$ cat config.mk
export PLATFORM = sky130hd
export DESIGN_NAME = mpidle_uart_rx
export DESIGN_NICKNAME = d
export VERILOG_FILES = /design/src/rtl/mpr_pkg.sv /design/src/rtl/mpr_tick_gen.sv /design/src/rtl/mpr_frame_rx.sv /design/src/rtl/mpr_idle_det.sv /design/src/rtl/mpr_deliver.sv /design/src/rtl/mpidle_uart_rx.sv
export SDC_FILE = /design/constraint.sdc
export NUM_CORES = 1
export LEC_CHECK = 0
export ABC_AREA = 1
export BUFFER_PORTS_ARGS = -buffer_cell sky130_fd_sc_hd__buf_2
export CORE_MARGIN = 4
export CORE_UTILIZATION = 62
export CTS_BUF_LIST = sky130_fd_sc_hd__clkbuf_2
export DETAILED_ROUTE_END_ITERATION = 7
export HOLD_SLACK_MARGIN = 0.03
export PLACE_DENSITY_LB_ADDON = 0.3
export SLEW_MARGIN = 20
export SYNTH_ARGS = -nofsm -noshare
export SYNTH_HDL_FRONTEND = slang
export SYNTH_HIERARCHICAL = 1
export SYNTH_SLANG_ARGS = --single-unit
$ cat constraint.sdc
create_clock -name clk_i -period 2.2 [get_ports clk_i]
set_clock_uncertainty 0.2 [all_clocks]
set_input_delay 0.22 -clock clk_i [delete_from_list [all_inputs] [get_ports clk_i]]
set_output_delay 0.22 -clock clk_i [all_outputs]
set_load 0.02 [all_outputs]
$ cat src/rtl/mpr_pkg.sv
package mpr_pkg;
  localparam int unsigned OS_RATE = 16;
  localparam int unsigned OS_W    = $clog2(OS_RATE);
  localparam int unsigned OS_MID  = OS_RATE / 2 - 1;

  typedef enum logic [2:0] {
    FR_IDLE,
    FR_START,
    FR_DATA,
    FR_PAR,
    FR_STOP1,
    FR_STOP2
  } fr_state_e;
endpackage

$ cat src/rtl/mpr_tick_gen.sv
module mpr_tick_gen #(
  parameter int unsigned DIV = 4
) (
  input  logic clk_i,
  input  logic rst_ni,
  input  logic start_i,
  input  logic halt_i,
  output logic tick_o,
  output logic run_o
);
  localparam int unsigned CW = (DIV > 1) ? $clog2(DIV) : 1;
  localparam logic [CW-1:0] LAST = CW'(DIV - 1);

  logic [CW-1:0] cnt_q;
  logic          run_q;

  // start realigns phase to the detected edge; it wins over halt
  always_ff @(posedge clk_i or negedge rst_ni) begin
    if (!rst_ni) begin
      cnt_q <= '0;
      run_q <= 1'b1;
    end else if (start_i) begin
      cnt_q <= '0;
      run_q <= 1'b1;
    end else if (halt_i) begin
      run_q <= 1'b0;
    end else if (run_q) begin
      cnt_q <= (cnt_q == LAST) ? '0 : cnt_q + 1'b1;
    end
  end

  assign tick_o = run_q && (cnt_q == LAST);
  assign run_o  = run_q;
endmodule

$ cat src/rtl/mpr_frame_rx.sv
module mpr_frame_rx
  import mpr_pkg::*;
#(
  parameter int unsigned DATA_W = 8
) (
  input  logic              clk_i,
  input  logic              rst_ni,
  input  logic              rx_i,
  input  logic              tick_i,
  input  logic              two_stop_i,
  input  logic              par_en_i,
  input  logic              par_odd_i,
  output logic              start_o,
  output logic              busy_o,
  output logic              done_o,
  output logic [DATA_W-1:0] data_o,
  output logic              fe_o,
  output logic              pe_o
);
  localparam int unsigned BC_W = (DATA_W > 1) ? $clog2(DATA_W) : 1;

  fr_state_e         st_q;
  logic [OS_W-1:0]   os_q;
  logic [BC_W-1:0]   bc_q;
  logic [DATA_W-1:0] sh_q;
  logic              rx_q;
  logic              par_bad_q;
  logic              fe_acc_q;
  logic              fe_q;
  logic              done_q;
  logic              fall;
  logic              mid_start;
  logic              mid_bit;

  assign fall      = rx_q & ~rx_i;
  assign mid_start = tick_i && (os_q == OS_W'(OS_MID));
  assign mid_bit   = tick_i && (os_q == OS_W'(OS_RATE - 1));
  assign start_o   = (st_q == FR_IDLE) && fall;

  always_ff @(posedge clk_i or negedge rst_ni) begin
    if (!rst_ni) begin
      st_q      <= FR_IDLE;
      os_q      <= '0;
      bc_q      <= '0;
      sh_q      <= '0;
      rx_q      <= 1'b1;
      par_bad_q <= 1'b0;
      fe_acc_q  <= 1'b0;
      fe_q      <= 1'b0;
      done_q    <= 1'b0;
    end else begin
      rx_q   <= rx_i;
      done_q <= 1'b0;
      if (tick_i && st_q != FR_IDLE) os_q <= os_q + 1'b1;
      unique case (st_q)
        FR_IDLE: begin
          if (fall) begin
            st_q <= FR_START;
            os_q <= '0;
          end
        end
        FR_START: begin
          if (mid_start) begin
            if (!rx_i) begin
              st_q      <= FR_DATA;
              os_q      <= '0;
              bc_q      <= '0;
              par_bad_q <= 1'b0;
            end else begin
              st_q <= FR_IDLE;
            end
          end
        end
        FR_DATA: begin
          if (mid_bit) begin
            sh_q <= {rx_i, sh_q[DATA_W-1:1]};
            bc_q <= bc_q + 1'b1;
            if (bc_q == BC_W'(DATA_W - 1)) st_q <= par_en_i ? FR_PAR : FR_STOP1;
          end
        end
        FR_PAR: begin
          if (mid_bit) begin
            par_bad_q <= ((^sh_q) ^ rx_i) != par_odd_i;
            st_q      <= FR_STOP1;
          end
        end
        FR_STOP1: begin
          if (mid_bit) begin
            if (two_stop_i) begin
              fe_acc_q <= ~rx_i;
              st_q     <= FR_STOP2;
            end else begin
              fe_q   <= ~rx_i;
              done_q <= 1'b1;
              st_q   <= FR_IDLE;
            end
          end
        end
        FR_STOP2: begin
          if (mid_bit) begin
            fe_q   <= fe_acc_q | ~rx_i;
            done_q <= 1'b1;
            st_q   <= FR_IDLE;
          end
        end
        default: st_q <= FR_IDLE;
      endcase
    end
  end

  assign busy_o = (st_q != FR_IDLE);
  assign done_o = done_q;
  assign data_o = sh_q;
  assign fe_o   = fe_q;
  assign pe_o   = par_bad_q;
endmodule

$ cat src/rtl/mpr_idle_det.sv
module mpr_idle_det
  import mpr_pkg::*;
#(
  parameter int unsigned IDLE_BITS = 10
) (
  input  logic clk_i,
  input  logic rst_ni,
  input  logic tick_i,
  input  logic line_i,
  input  logic busy_i,
  input  logic done_i,
  output logic idle_set_o,
  output logic idle_o
);
  // counted from mid of last stop bit, so add half a bit to reach its end
  localparam int unsigned IDLE_TICKS = IDLE_BITS * OS_RATE + OS_RATE / 2;
  localparam int unsigned IC_W       = $clog2(IDLE_TICKS + 1);

  logic [IC_W-1:0] cnt_q;
  logic            flag_q;
  logic            armed;

  assign armed      = !busy_i && line_i;
  assign idle_set_o = armed && tick_i && (cnt_q == IC_W'(IDLE_TICKS - 1));

  always_ff @(posedge clk_i or negedge rst_ni) begin
    if (!rst_ni) begin
      cnt_q <= '0;
    end else if (!armed) begin
      cnt_q <= '0;
    end else if (tick_i && cnt_q != IC_W'(IDLE_TICKS)) begin
      cnt_q <= cnt_q + 1'b1;
    end
  end

  always_ff @(posedge clk_i or negedge rst_ni) begin
    if (!rst_ni)         flag_q <= 1'b0;
    else if (idle_set_o) flag_q <= 1'b1;
    else if (done_i)     flag_q <= 1'b0;
  end

  assign idle_o = flag_q;
endmodule

$ cat src/rtl/mpr_deliver.sv
module mpr_deliver #(
  parameter int unsigned DATA_W = 8
) (
  input  logic              clk_i,
  input  logic              rst_ni,
  input  logic              done_i,
  input  logic [DATA_W-1:0] data_i,
  input  logic              fe_i,
  input  logic              pe_i,
  input  logic              addr_i,
  input  logic              dormant_i,
  input  logic              err_ie_i,
  input  logic              rd_i,
  output logic [DATA_W-1:0] buf_o,
  output logic              ready_o,
  output logic              addr_o,
  output logic              fe_o,
  output logic              pe_o
);
  logic keep;

  assign keep = done_i && (addr_i || !dormant_i) && (!(fe_i || pe_i) || err_ie_i);

  always_ff @(posedge clk_i or negedge rst_ni) begin
    if (!rst_ni) begin
      buf_o   <= '0;
      ready_o <= 1'b0;
      addr_o  <= 1'b0;
      fe_o    <= 1'b0;
      pe_o    <= 1'b0;
    end else if (keep) begin
      buf_o   <= data_i;
      ready_o <= 1'b1;
      addr_o  <= addr_i;
      fe_o    <= fe_i;
      pe_o    <= pe_i;
    end else if (rd_i) begin
      ready_o <= 1'b0;
    end
  end
endmodule

$ cat src/rtl/mpidle_uart_rx.sv
module mpidle_uart_rx #(
  parameter int unsigned DATA_W    = 8,
  parameter int unsigned DIV       = 4,
  parameter int unsigned IDLE_BITS = 10,
  parameter int unsigned SYNC_N    = 2
) (
  input  logic              clk_i,
  input  logic              rst_ni,
  input  logic              rx_i,
  input  logic              two_stop_i,
  input  logic              par_en_i,
  input  logic              par_odd_i,
  input  logic              dormant_i,
  input  logic              err_ie_i,
  input  logic              rd_i,
  output logic [DATA_W-1:0] rx_data_o,
  output logic              rx_ready_o,
  output logic              rx_addr_o,
  output logic              frame_err_o,
  output logic              parity_err_o,
  output logic              idle_o,
  output logic              baud_run_o
);
  logic [SYNC_N-1:0] sync_q;
  logic              line;
  logic              tick;
  logic              frm_start;
  logic              frm_busy;
  logic              frm_done;
  logic [DATA_W-1:0] frm_data;
  logic              frm_fe;
  logic              frm_pe;
  logic              idle_set;

  always_ff @(posedge clk_i or negedge rst_ni) begin
    if (!rst_ni) sync_q <= '1;
    else         sync_q <= {sync_q[SYNC_N-2:0], rx_i};
  end
  assign line = sync_q[SYNC_N-1];

  mpr_tick_gen #(.DIV(DIV)) u_tick (
    .clk_i  (clk_i),
    .rst_ni (rst_ni),
    .start_i(frm_start),
    .halt_i (idle_set),
    .tick_o (tick),
    .run_o  (baud_run_o)
  );

  mpr_frame_rx #(.DATA_W(DATA_W)) u_frame (
    .clk_i     (clk_i),
    .rst_ni    (rst_ni),
    .rx_i      (line),
    .tick_i    (tick),
    .two_stop_i(two_stop_i),
    .par_en_i  (par_en_i),
    .par_odd_i (par_odd_i),
    .start_o   (frm_start),
    .busy_o    (frm_busy),
    .done_o    (frm_done),
    .data_o    (frm_data),
    .fe_o      (frm_fe),
    .pe_o      (frm_pe)
  );

  mpr_idle_det #(.IDLE_BITS(IDLE_BITS)) u_idle (
    .clk_i     (clk_i),
    .rst_ni    (rst_ni),
    .tick_i    (tick),
    .line_i    (line),
    .busy_i    (frm_busy),
    .done_i    (frm_done),
    .idle_set_o(idle_set),
    .idle_o    (idle_o)
  );

  mpr_deliver #(.DATA_W(DATA_W)) u_dlv (
    .clk_i    (clk_i),
    .rst_ni   (rst_ni),
    .done_i   (frm_done),
    .data_i   (frm_data),
    .fe_i     (frm_fe),
    .pe_i     (frm_pe),
    .addr_i   (idle_o),
    .dormant_i(dormant_i),
    .err_ie_i (err_ie_i),
    .rd_i     (rd_i),
    .buf_o    (rx_data_o),
    .ready_o  (rx_ready_o),
    .addr_o   (rx_addr_o),
    .fe_o     (frame_err_o),
    .pe_o     (parity_err_o)
  );
endmodule

Word-level counts from Yosys, hierarchy flattened
Cells that the tools add are included.
W data, S select, Z words.
- flip-flop bits (word level): 49
- bits of input ports: 9
- word-level logic and storage cells: 128
- add/sub/neg operators: 4
- eq/ne operators: 23
- muxes and demuxes: 44
- bitwise operators: 4
- reduce and logical (&&, ||, !) cells: 34
- operator list (cell ; count):
    $mux W3 ; 12
    $pmux W3 S6 ; 1
    $mux W4 ; 4
    $mux W8 ; 2
    $mux W1 ; 15
    $ne A2 B1 Y1 const B ; 7
    $reduce_bool A2 Y1 ; 7
    $reduce_and A4 Y1 ; 3
    $logic_and A1 B1 Y1 ; 11
    $mux W2 ; 5
    $eq A3 B3 Y1 const B ; 3
    $add A8 B1 Y8 const B ; 1
    $eq A8 B8 Y1 const B ; 1
    $ne A2 B2 Y1 const B ; 4
    $ne A8 B8 Y1 const B ; 1
    $pmux W4 S2 ; 1
    $reduce_xor A8 Y1 ; 1
    $reduce_and A7 Y1 ; 1
    $eq A3 B2 Y1 const B ; 2
    $pmux W1 S2 ; 3
    $pmux W3 S2 ; 1
    $add A4 B1 Y4 const B ; 1
    $eq A4 B3 Y1 const B ; 1
    $eq A4 B4 Y1 const B ; 1
    other kinds (15) ; 20

Logic depth before layout (Yosys ltp)
Gate-level depths: netlist (run 1).
- depth in word-level cells: 7
- mapped depth: 12
- mapped depth without buffers: 12

Modules after synthesis
Netlist (run 1), hierarchy kept.
- modules (own cells, without submodules) (module ; instances ; cells an instance ; area an instance (sq um) ; sequential area each (sq um)):
    mpr_frame_rx ; 1 ; 174 ; 1332.5 ; 576.8
    mpr_idle_det ; 1 ; 85 ; 620.6 ; 225.2
    mpr_deliver ; 1 ; 55 ; 514.2 ; 300.3
    mpr_tick_gen ; 1 ; 18 ; 148.9 ; 76.3
    mpidle_uart_rx ; 1 ; 2 ; 52.6 ; 52.6

Worst setup path before layout (run 1)
Ideal clock, no wire load.
- kind: register to register
- start point: register u_tick.run_q, in the netlist u_tick/run_o
- end point: register u_frame.os_q[1]
- library setup time: 0.113 ns
- arrival time: 1.493 ns
- data required time: 1.887 ns
- setup slack: 0.394 ns
- cell stages (with the launch flop): 12
- path buffers: 0
- clock period less this slack: 1.806 ns
- path through: dfstp_2 > nand2_1 > inv_1 > nand2_2 > inv_2 > nand3_1 > o21ai_2 > inv_2 > nor2_2 > nand2_1 > nand2_1 > inv_1
- cells in the longest elaborated chain, start to end: 6
- ends and longest elaborated chain (what ; line ; RTL):
    start, declared ; mpr_tick_gen.sv:15 ; logic run_q;
    start signal, assigned ; mpr_tick_gen.sv:21 ; run_q <= 1'b1;
    start signal, assigned ; mpr_tick_gen.sv:24 ; run_q <= 1'b1;
    start signal, assigned ; mpr_tick_gen.sv:26 ; run_q <= 1'b0;
    $logic_and A1 B1 Y1 (*) ; mpr_tick_gen.sv:32 ; assign tick_o = run_q && (cnt_q == LAST);
    named net tick ; mpidle_uart_rx.sv:26 ; logic tick;
    $logic_and A1 B1 Y1 ; mpr_frame_rx.sv:54 ; if (tick_i && st_q != FR_IDLE) os_q <= os_q + 1'b1;
    $mux W4 ; mpr_frame_rx.sv:54 ;
    $mux W4 ; mpr_frame_rx.sv:64 ; if (!rx_i) begin
    $mux W4 ; mpr_frame_rx.sv:63 ; if (mid_start) begin
    $pmux W4 S2 (*) ; mpr_frame_rx.sv:55 ; unique case (st_q)
    end signal, assigned ; mpr_frame_rx.sv:54 ;
    end, declared ; mpr_frame_rx.sv:23 ; logic [OS_W-1:0] os_q;
Mark *: on every way through the listed nets, which the timed path passes. The rest lies on a longest branch.
A chain may end at the register's enable or synchronous reset.

Worst setup path after layout (run 1)
- start point: register u_frame.st_q[0]
- end point: register u_tick.cnt_q[0]
- cells in the longest elaborated chain, start to end: 7
- ends and longest elaborated chain (what ; line ; RTL):
    start, declared ; mpr_frame_rx.sv:22 ; fr_state_e st_q;
    start signal, assigned ; mpr_frame_rx.sv:78 ; if (bc_q == BC_W'(DATA_W - 1)) st_q <= par_en_i ? FR_PAR : FR_STOP1;
    $reduce_bool A3 Y1 ; mpr_frame_rx.sv:111 ; assign busy_o = (st_q != FR_IDLE);
    named net frm_busy ; mpidle_uart_rx.sv:28 ; logic frm_busy;
    $logic_not A1 Y1 ; mpr_idle_det.sv:23 ; assign armed = !busy_i && line_i;
    $logic_and A1 B1 Y1 ; mpr_idle_det.sv:23 ;
    $logic_and A1 B1 Y1 (2 in series) ; mpr_idle_det.sv:24 ; assign idle_set_o = armed && tick_i && (cnt_q == IC_W'(IDLE_TICKS - 1));
    named net idle_set ; mpidle_uart_rx.sv:33 ; logic idle_set;
    $ne A2 B2 Y1 (no line) ; - ;
    $reduce_and A2 Y1 (no line) ; - ;
    end signal, assigned ; mpr_tick_gen.sv:28 ; cnt_q <= (cnt_q == LAST) ? '0 : cnt_q + 1'b1;
    end, declared ; mpr_tick_gen.sv:14 ; logic [CW-1:0] cnt_q;
The timed path passes the listed nets, and every way through them passes these cells.

==> results of run 1 <==
synthesized netlist by cell type (all sizes together):
master / instances
nand2: 118
dfrtp: 45
inv: 43
nand3: 37
nor2: 26
o21ai: 20
ha: 7
xor2: 7
a21oi: 6
nor3: 6
buf: 5
dfstp: 4
xnor2: 3
nand4: 2
o21bai: 2
a31oi: 1
clkinv: 1
o22ai: 1
per-layer routing:
metal  vias up  GRT usage, %  part of all wire, %
li1       1123             -                    -
met1       986          26.2                   47
met2        37          34.8                   47
met3         6          4.10                  4.1
met4         0          6.84                  1.0
met5         -             0                    0
flip-flops by register name (all words and copies together) (netlist names):
register,cells
u_dlv/buf_o,8
u_frame/data_o,8
u_idle/cnt_q,8
u_frame/os_q,4
u_frame/bc_q,3
u_frame/st_q,3
sync_q,2
u_tick/cnt_q,2
u_dlv/addr_o,1
u_dlv/fe_o,1
u_dlv/pe_o,1
u_dlv/ready_o,1
u_frame/done_o,1
u_frame/fe_acc_q,1
u_frame/fe_o,1
u_frame/pe_o,1
u_frame/rx_q,1
u_idle/idle_o,1
u_tick/run_o,1
final cells by class:
cell class / count / area [sq um]
clock inverters: 3 / 26.3
repair buffers: 33 / 215
flip-flops and latches: 49 / 1230
well taps: 50 / 62.6
inverters: 44 / 165
clock buffers: 5 / 25.0
fillers: 329 / 1130
multi-input cells: 236 / 1230
report_power, final:
| part | total, W | leakage (nW) | switching, W | internal, W |
|---|---|---|---|---|
| Sequential | 0.00105 | 0.662 | 0.0000730 | 0.000979 |
| Combinational | 0.000727 | 0.850 | 0.000480 | 0.000248 |
| Clock | 0.000396 | 0.0271 | 0.000310 | 0.0000854 |
cells by family after synthesis:
family,after synthesis,synth area share (%)
xor gates and xnor gates,10,3.28
and+or+nand+nor,189,32.5
buffers and inverters,49,8.02
adders and majority gates,7,3.28
AOI/OAI and AO/OA,30,6.75
DFF,49,46.1
repair_timing:
| action | CTS | global route |
|---|---|---|
| gates resized for setup | 0 | 2 |
| setup endpoints to repair | 0 | 5 |
| hold endpoints to repair | 68 | 0 |
| setup buffers | 0 | 1 |
| hold buffers | 9 | 0 |
critical path, delay by kind of cell, from the launching register on:
kind                   cells  cell delay, ns
AND/OR/NAND/NOR            6            0.99
flip-flops                 1            0.48
buffers and inverters      3            0.31
path summary, 6_finish.rpt:
check	end	slack [ns]	cells after the start
worst min register to register	sync_q[1]	0.17	0
worst max-delay path	u_tick/cnt_q[0]	0.19	9
min in group clk_i	sync_q[1]	0.17	0
max in group asynchronous	u_tick/run_o	1.23	3
worst min-delay path	u_idle/cnt_q[5]	0.16	3
worst max register to register	u_tick/cnt_q[0]	0.19	9
per-stage QoR:
stage          utilization [%]  cells  hold WS [ns]  cell area (sq um)
2_1_floorplan                -    334        -0.276               2670
3_3_place_gp              68.5    402         0.127               2800
3_5_place_dp              68.5    402         0.127               2800
4_1_cts                   72.0    419         0.152               2940
5_1_grt                   72.3    420         0.156               2950
6_report                  72.3    420         0.156               2950
==> reports/results.txt, run 1 <==
Category of the worst setup path capture point: a register. Global routing consumed, over all layers together, 20.6% of the routing resources. Before CTS, the worst setup slack after placement is 0.142 ns. Each instance of the synthesized netlist takes up on average 7.99 sq um. Clock latency on the worst-skew pair: 0.44 ns. The timing startpoint of the critical path is u_frame/st_q[0]. Data on the critical path is required at its endpoint by 2.39 ns. The logs give 350 for the number of nets in the synthesized netlist and 385 for the number of nets in the finished design. Dividing total power by cell area gives a power density of 736 nW/um^2. The analysis attributes to cell leakage a power of 1.54 nW. The tool flagged a number of max-cap violations equal to 0. Measured against its own limit, the worst slew margin works out to 59.4%. The tools report the cell at the root of the clock tree as clkbuf_2. In this run, the number of DRC markers left after iteration 0 of detailed routing was 70. In the layout the commonest cells are 112 x nand2_1, 45 x dfrtp_1, 33 x nand3_1. Based on the critical path, the design can be clocked at up to 0.498 GHz. The worst setup path is launched from a register. The tools report the overall power of the completed layout as 0.00217 W.

Slew of the pin with the lowest slew margin: 0.609 ns. The ratio of final minimum period to clock period is 91.3%, and the number of antenna violations at the first check in global routing is 0. The smallest clock period supported by the final layout is computed as 2.01 ns. By area the synthesized netlist is led by dfrtp_1 42%, nand2_1 16%, nand3_1 6.2%.

Dividing the detail-routed wire length by the instance count gives 11.8 microns. The via count of the first global-routing pass was 2046; the total negative slack for setup checks was 0 ns. The classification of the worst-slack hold path was input pin to asynchronous set/reset pin.

Synthesis produced a netlist whose cell count is 334. Measured along the x axis, the die boundary spans 73.6 microns. Once detail routing completed, the nets flagged for antenna violations numbered 0.

Total of endpoints with negative setup slack in the final report: 0. The hold violation total from the final report was 0; the layout cell share with drive strength beyond 1 was 20.0%. For the final weighted congestion in routability-driven placement, the log shows 0.851. The tools report the count of final max-slew check failures as 0.

Counting the buffers created by CTS gives 5. The critical path is of the register to register type. After layout, the worst setup slack is 0.192 ns. The synthesized design devotes to its leading area cell type 42.2% of total area. The tools report the final wirelength as 4.96 mm. The tools report the starting utilization of the core area as 65.3%. During placement, the flow inserted port buffers numbering 22.

The aggregate global routing overflow is 0, and the post-synthesis cell type count is 30. The first global-routing pass estimated 8.72 mm of wire. The clock tree synthesis step divided the H-tree into 2 levels. Cell with the most instances on the worst path: inv_2. TritonCTS built the clock tree. The run gives 2.20 ns as the critical path data arrival time. The flow ran to the end, and the final reports show no timing, DRC or antenna violations. Entering global routing, the biggest net connects 50 pins.

The repair_antennas step left the layout with diodes totalling 0. The number of placement rows was 23; the iteration count of the initial detailed-routing pass was 4. The area growth from synthesis to layout is 10.7%. After clock tree synthesis, the clock-pin slew on the worst setup and hold paths is 0.26 ns. The area of the die came out at 5420 sq um.

In this run the worst path has a maximum fanout of 9. dfrtp_1 takes more of the synthesized area than any other cell. For this block, the via count after detailed routing is 2152. Once detailed placement completed, the half-perimeter wirelength came to 3.58 mm. Setup repair after global routing left no endpoint under its margin. In the routed design, unresolved DRC markers number 0. During I/O placement, the number of pins put on the boundary was 23. The startpoint identified for the worst register-to-register timing path is u_frame/st_q[0]. The worst-case vdd ir drop is 0.000646 V, and the cell area after technology mapping is 2670 sq um.

The run gives 49 as the clock sink count. The slowest library cell on the worst path was dfrtp_1. Yosys printed 6 warnings.

The number of vias per cell after detailed routing is 5.12. Sequential elements use 46.1% of the synthesized area. The maximum clock insertion buffer count was 2. The most common cell after layout, fill and taps aside was nand2_1. In this run the vertical extent of the chip is 73.6 microns.

The signal on the critical path passes through inv_2 -> nand3_2 -> nor2_4 -> inv_2 -> nor3_2 -> inv_1 -> nand2_2 -> nand3_1 -> nand2_1. In this run the standard cell core region covers 4090 sq um. The synthesized design contains 49 register bits. Largest stage delay on the critical path: 0.48 ns.
Note: power is estimated with default switching activity, not from simulation.
==> inputs of run 2 (changes only) <==
==> constraint.sdc (replaced) <==
create_clock -name clk_i -period 2.2 [get_ports clk_i]
set_clock_uncertainty 0.2 [all_clocks]
set_input_delay 0.33 -clock clk_i [delete_from_list [all_inputs] [get_ports clk_i]]
set_output_delay 0.33 -clock clk_i [all_outputs]
set_load 0.02 [all_outputs]
==> reports/results.txt, run 2 (same netlist as run 1, synthesis figures left out) <==
During placement, the flow inserted port buffers numbering 22. For the via count of the first global-routing pass, the log shows 2109. The critical path class was register to register.

The critical path depth in cells came out at 9. The cell at the root of the clock tree is clkbuf_2. The clock latency on the worst-skew pair is 0.45 ns, and the number of nets in the finished design is 382. Leaving out fill and tap cells, the most frequent cell in the layout is nand2_1. Row generation in the floorplan step produced 23 rows. The first global-routing pass estimated 9.05 mm of wire. Along the worst path, the maximum fanout reaches 9. After routing, the total negative slack on setup checks comes to 0 ns. The total power divided by cell area came out at 738 nW/um^2. For the starting utilization of the core area, the log shows 65.3%. STA classifies the critical path startpoint as a register. The number of clock buffers added by TritonCTS is 5. The average wire length per cell after detail routing is 12.5 microns. The largest net degree at the start of global routing is 18, and the layout-stage area growth over the synthesis result is 9.52%. The layout cell share with drive strength beyond 1 came out at 19.9%. The worst slew slack as a fraction of its limit came out at 70.6%.

Data on the critical path arrives at its endpoint at 2.21 ns. 0 antenna diodes ended up in the layout. Pin placement for this block handled 23 I/O pins. Based on the critical path, the design can be clocked at up to 0.497 GHz.

Counting both buffers and inverters, the worst setup path holds a total of 3. After the first detailed-routing iteration, the DRC count stood at 143. The slowest stage of the critical path belongs to the cell dfrtp_1.

The number of vias per cell after detailed routing was 5.17. The cell with the most instances on the worst path was inv_2. The count of maximum capacitance violations came out at 0. The tools report the worst hold-check slack as 0.0670 ns.

The library cells used most frequently in the layout, excluding fill and tap cells, are 112 x nand2_1, 45 x dfrtp_1, 33 x nand3_1. Summing over every cut layer, the via total after detailed routing is 2157. Across the VDD grid, the largest voltage drop is 0.000547 V. The layout has 336 filler cells.

For the area of the die, the log shows 5420 sq um. The HPWL reported at the end of detailed placement is 3.84 mm, and the aggregate global routing overflow is 0. For the hold violation total from the final report, the log shows 0. For the pin with the worst max-slew slack, the measured transition is 0.441 ns.

The setup check on the worst reg-to-reg path leaves a slack of 0.19 ns. The floorplan step set the die height to 73.6 microns. The ratio of final minimum period to clock period works out to 91.5%.

The worst setup path is captured at a register. The count of antenna-violating nets left after detailed routing is 0, and the final critical-path required period is 2.01 ns. For the worst flop-to-flop path, the logic depth is 9. The tools report the static leakage as 1.53 nW. The H-tree generated during clock tree synthesis spans 2 levels. The run finished with clean final reports.

Setup violations remaining at the end of the flow were counted as 0. Global routing consumed, over all layers together, 21.4% of the routing resources. The iteration count of the initial detailed-routing pass is 4. For the count of final max-slew check failures, the log shows 0. In this design, the stage delay of the slowest critical-path cell is 0.48 ns. The clock sink count is 49. The number of antenna violations at the first check in global routing is 0. The final weighted congestion in routability-driven placement is 0.848, and the die width is 73.6 microns.

In this run the standard cell core region covers 4090 sq um. Counting along the longest clock path gives a buffer depth of 2. TritonCTS built the clock tree. Walking the worst path, the cells encountered are inv_2 -> nand3_2 -> nor2_4 -> inv_2 -> nor3_2 -> inv_1 -> nand2_2 -> nand3_1 -> nand2_1.

STA puts the critical path data required time at 2.40 ns. Setup repair after global routing left no endpoint under its margin. The family with the most delay on the worst path was simple AND/OR/NAND/NOR gates. The tools report the final wirelength as 5.19 mm. The clock-pin slew on the worst setup and hold paths was 0.28 ns; the DRC violation count after routing was 0. The worst hold path belongs to the class input pin to asynchronous set/reset pin.
==> run 2: area by class of cell <==
type / instances / area [sq um] / area share, %
multi-input combinational: 236 / 1230 / 42.0
sequential: 49 / 1230 / 42.1
clock inverter: 3 / 25.0 / 0.856
timing repair buffer: 30 / 185 / 6.34
tap: 50 / 62.6 / 2.14
clock buffer: 5 / 25.0 / 0.856
inverter: 44 / 165 / 5.65
==> run 2: path summary, 6_finish.rpt <==
path,startpoint,endpoint
setup / recovery,u_frame/st_q[0],u_tick/cnt_q[0]
hold / removal,rst_ni,u_frame/fe_o
setup reg to reg,u_frame/st_q[0],u_tick/cnt_q[0]
hold reg to reg,sync_q[0],sync_q[1]
max in group asynchronous,rst_ni,u_tick/run_o
min in group clk_i,err_ie_i,u_dlv/buf_o[5]
==> run 2: repair_timing <==
| action | in CTS | in global routing |
|---|---|---|
| endpoints found under the hold margin | 62 | 0 |
| resized for setup | 0 | 1 |
| hold buffers | 6 | 0 |
| setup endpoints to repair | 0 | 2 |
| buffers inserted | 0 | 0 |
==> run 2: metal layers <==
metal,share of wire [%],global-route usage (%)
met1,47,27.8
met2,47,34.7
met3,4.7,5.06
met4,1.2,8.05
met5,0,0
==> run 2: power breakdown <==
| group | internal (W) | switching (W) | leakage (nW) |
|---|---|---|---|
| Sequential | 0.000979 | 0.0000730 | 0.662 |
| Combinational | 0.000236 | 0.000466 | 0.842 |
| Clock | 0.0000847 | 0.000319 | 0.0296 |
| Total | 0.00130 | 0.000857 | 1.53 |
==> run 2: stage by stage <==
step                power (W)  setup WS, ns  cell area, sq um  cells  utilization [%]
floorplan             0.00160         0.394              2670    334                -
global placement      0.00175         0.170              2810    403             68.7
detailed placement    0.00176         0.160              2810    403             68.7
CTS                   0.00217        0.0721              2920    417             71.4
global route          0.00232       0.00104              2920    417             71.5
finish                0.00216         0.187              2920    417             71.5
==> inputs of run 3 (changes only) <==
Settings changed: CORE_UTILIZATION 62 to 56, REMOVE_ABC_BUFFERS set to 1.
Clock period 2.2 ns to 1.8 ns, I/O delays scaled along.
==> reports/results.txt, run 3 (same netlist as run 1, synthesis figures left out) <==
Setup repair after global routing could not meet its margin everywhere. The run gives 49 as the clock sink count. At the pin with the least slew margin, the transition time is 0.416 ns. The worst setup path is of the register to register kind. In this run the tool buffered the top-level ports with 22 buffer cells.

Setup violations remaining at the end of the flow were counted as 0. Clock-pin slew was measured on the worst setup and hold paths at 0.25 ns. The achievable clock frequency was 0.572 GHz; the die width was 77.0 microns. For the internal cell power, the log shows 0.00202 W. The worst path needs 1.75 ns of the cycle, external delays included. Once the floorplan was initialized, standard cells occupied 59.6% of the core. Data on the critical path is required at its endpoint by 1.99 ns. The maximum fanout along the worst path was 11. In this run, the number of DRC markers left after iteration 0 of detailed routing was 175.

Iteration count of the initial detailed-routing pass: 4. The logs give 0.0856 ns for the worst hold-check slack and 0.918 for the final weighted congestion in routability-driven placement. For the hold violation total from the final report, the log shows 0. The count of maximum capacitance violations came out at 0.

The share of total power dissipated in sequential elements is 40.9%. The number of antenna violations at the first check in global routing is 0. Cells with a size suffix above 1 make up 25.5% of the layout. The clock network burns 23.6% of the power. In this run the power density over the cells is 987 nW/um^2. After floorplanning, the core was sized to cover 4470 sq um. Clock latency on the worst-skew pair, taken at its later pin, is 0.44 ns.

The layout-stage area growth over the synthesis result was 19.3%; the post-layout utilization of the core was 71.2%. The number of placed I/O pins was 23; the proportion of total power due to net switching was 35.8%. Measured along the y axis, the die boundary spans 77.0 microns. The number of antenna diodes in the final layout is 0.

The worst setup path is launched from a register. The library cell used most frequently in the layout, excluding fill and tap cells, is nand2_1. The top cell types in the final layout, fill and taps aside, are 108 x nand2_1, 45 x dfrtp_1, 32 x nand3_1. The tools report the worst slew slack as a fraction of its limit as 72.1%. Timing startpoint of the critical path: u_tick/cnt_q[0].

The flow ran to the end, and the final reports show no timing, DRC or antenna violations. The endpoint of the worst-slack reg-to-reg timing path is u_frame/data_o[2]. The cell area reported after detailed placement was 2910 sq um.

For the first-pass GRT wire length, the log shows 9.60 mm. The root buffer cell chosen for the clock tree is clkbuf_2. The worst register-to-register path has a depth of 10. For the count of final max-slew check failures, the log shows 0. The logs give 19.6% for the aggregate global-route resource usage and 0 for the DRC violation count after routing. After detailed routing, the average wire length per cell comes to 12.6 microns. The critical path ends at u_frame/data_o[2]. After routing the design area is 3180 sq um. In the final design database the tool counted 399 nets. Global routing finished with a remaining overflow of 0. The tools report the maximum clock insertion buffer count as 2.

TritonCTS built the clock tree. The HPWL reported at the end of detailed placement is 3.80 mm. In this run, CTS created clock tree buffers numbering 5.

The area of the die was 5930 sq um. The classification of the worst-slack hold path was input pin to asynchronous set/reset pin. The logs give 50 for the largest net degree at the start of global routing and 1.66 nW for the static leakage. Across all register-to-register paths, the minimum setup slack is 0.05 ns. The worst setup path is captured at a register. Ratio of final minimum period to clock period: 97.2%. The H-tree was split into 2 levels. In this run the remaining antenna-violating nets after routing total 0. The logs give 24 for the number of placement rows and 2281 for the total via count in the routed design.

The worst-case vdd ir drop came out at 0.000815 V. The logs give 2176 for the via count of the first global-routing pass and 0.00113 W for the switching power. The startpoint identified for the worst register-to-register timing path is u_tick/cnt_q[0]. The logs give 5.49 mm for the final wirelength and 35.6% for the part of the power in combinational logic. The critical path data arrival time was 1.94 ns; the number of vias per cell after detailed routing was 5.23. After routing, the total negative slack on setup checks comes to 0 ns.
[run 3: stage by stage]
stage	total power [W]	setup slack [ns]	std cells
6_report	0.00314	0.0502	436
5_1_grt	0.00337	-0.0783	436
4_1_cts	0.00300	0.00235	429
3_5_place_dp	0.00223	-0.0231	415
3_3_place_gp	0.00221	0.0320	415
2_1_floorplan	0.00195	-0.0581	329
[run 3: layer usage]
metal  track usage [%]  vias to the layer above  wire length [microns]
met4              7.12                        0                     80
li1                  -                     1151                      -
met1              26.1                     1061                   2530
met2              32.6                       59                   2630
met5                 0                        -                      0
met3              3.04                       10                    246
[run 3: worst min-delay path by stage]
stage | from | endpoint | cells after the start
after floorplan | rst_ni | u_dlv/addr_o | 0
after global placement | rst_ni | u_idle/cnt_q[5] | 2
after detailed placement | rst_ni | u_idle/cnt_q[7] | 2
after CTS | par_odd_i | u_frame/pe_o | 6
after global routing | rst_ni | u_dlv/buf_o[1] | 3
final | rst_ni | u_idle/cnt_q[7] | 3
[run 3: power groups by stage]
stage                     Clock, W  Sequential [W]  Combinational, W
after global routing      0.000805         0.00130           0.00127
after global placement           0         0.00130          0.000913
after detailed placement         0         0.00130          0.000934
after CTS                 0.000756         0.00128          0.000957
after floorplan                  0         0.00129          0.000666
final                     0.000740         0.00128           0.00112
[run 3: area by class of cell]
cell class | count | area [sq um]
clock inverters | 3 | 68.8
clock buffers | 5 | 25.0
multi-input cells | 236 | 1280
fillers | 364 | 1290
repair buffers | 47 | 344
inverters | 44 | 165
well taps | 52 | 65.1
flip-flops and latches | 49 | 1230
[run 3: timing repair]
| item | in CTS | in global routing |
|---|---|---|
| cloned | 0 | 0 |
| endpoints found under the hold margin | 66 | 0 |
| gates resized for setup | 3 | 16 |
| buffers inserted | 0 | 7 |
| hold buffers | 6 | 0 |
| setup endpoints to repair | 13 | 26 |
| pin swaps | 1 | 9 |
[run 3: worst max-delay path, cell delays in order, from the launching register on]
cell and delay [ns]:
dfrtp_1 0.40, ha_2 0.19, nand2_2 0.05, inv_2 0.06, nand2_2 0.06, inv_2 0.09
nand3_4 0.13, nor2_4 0.24, buf_12 0.15, nand2_1 0.04, o21ai_1 0.07
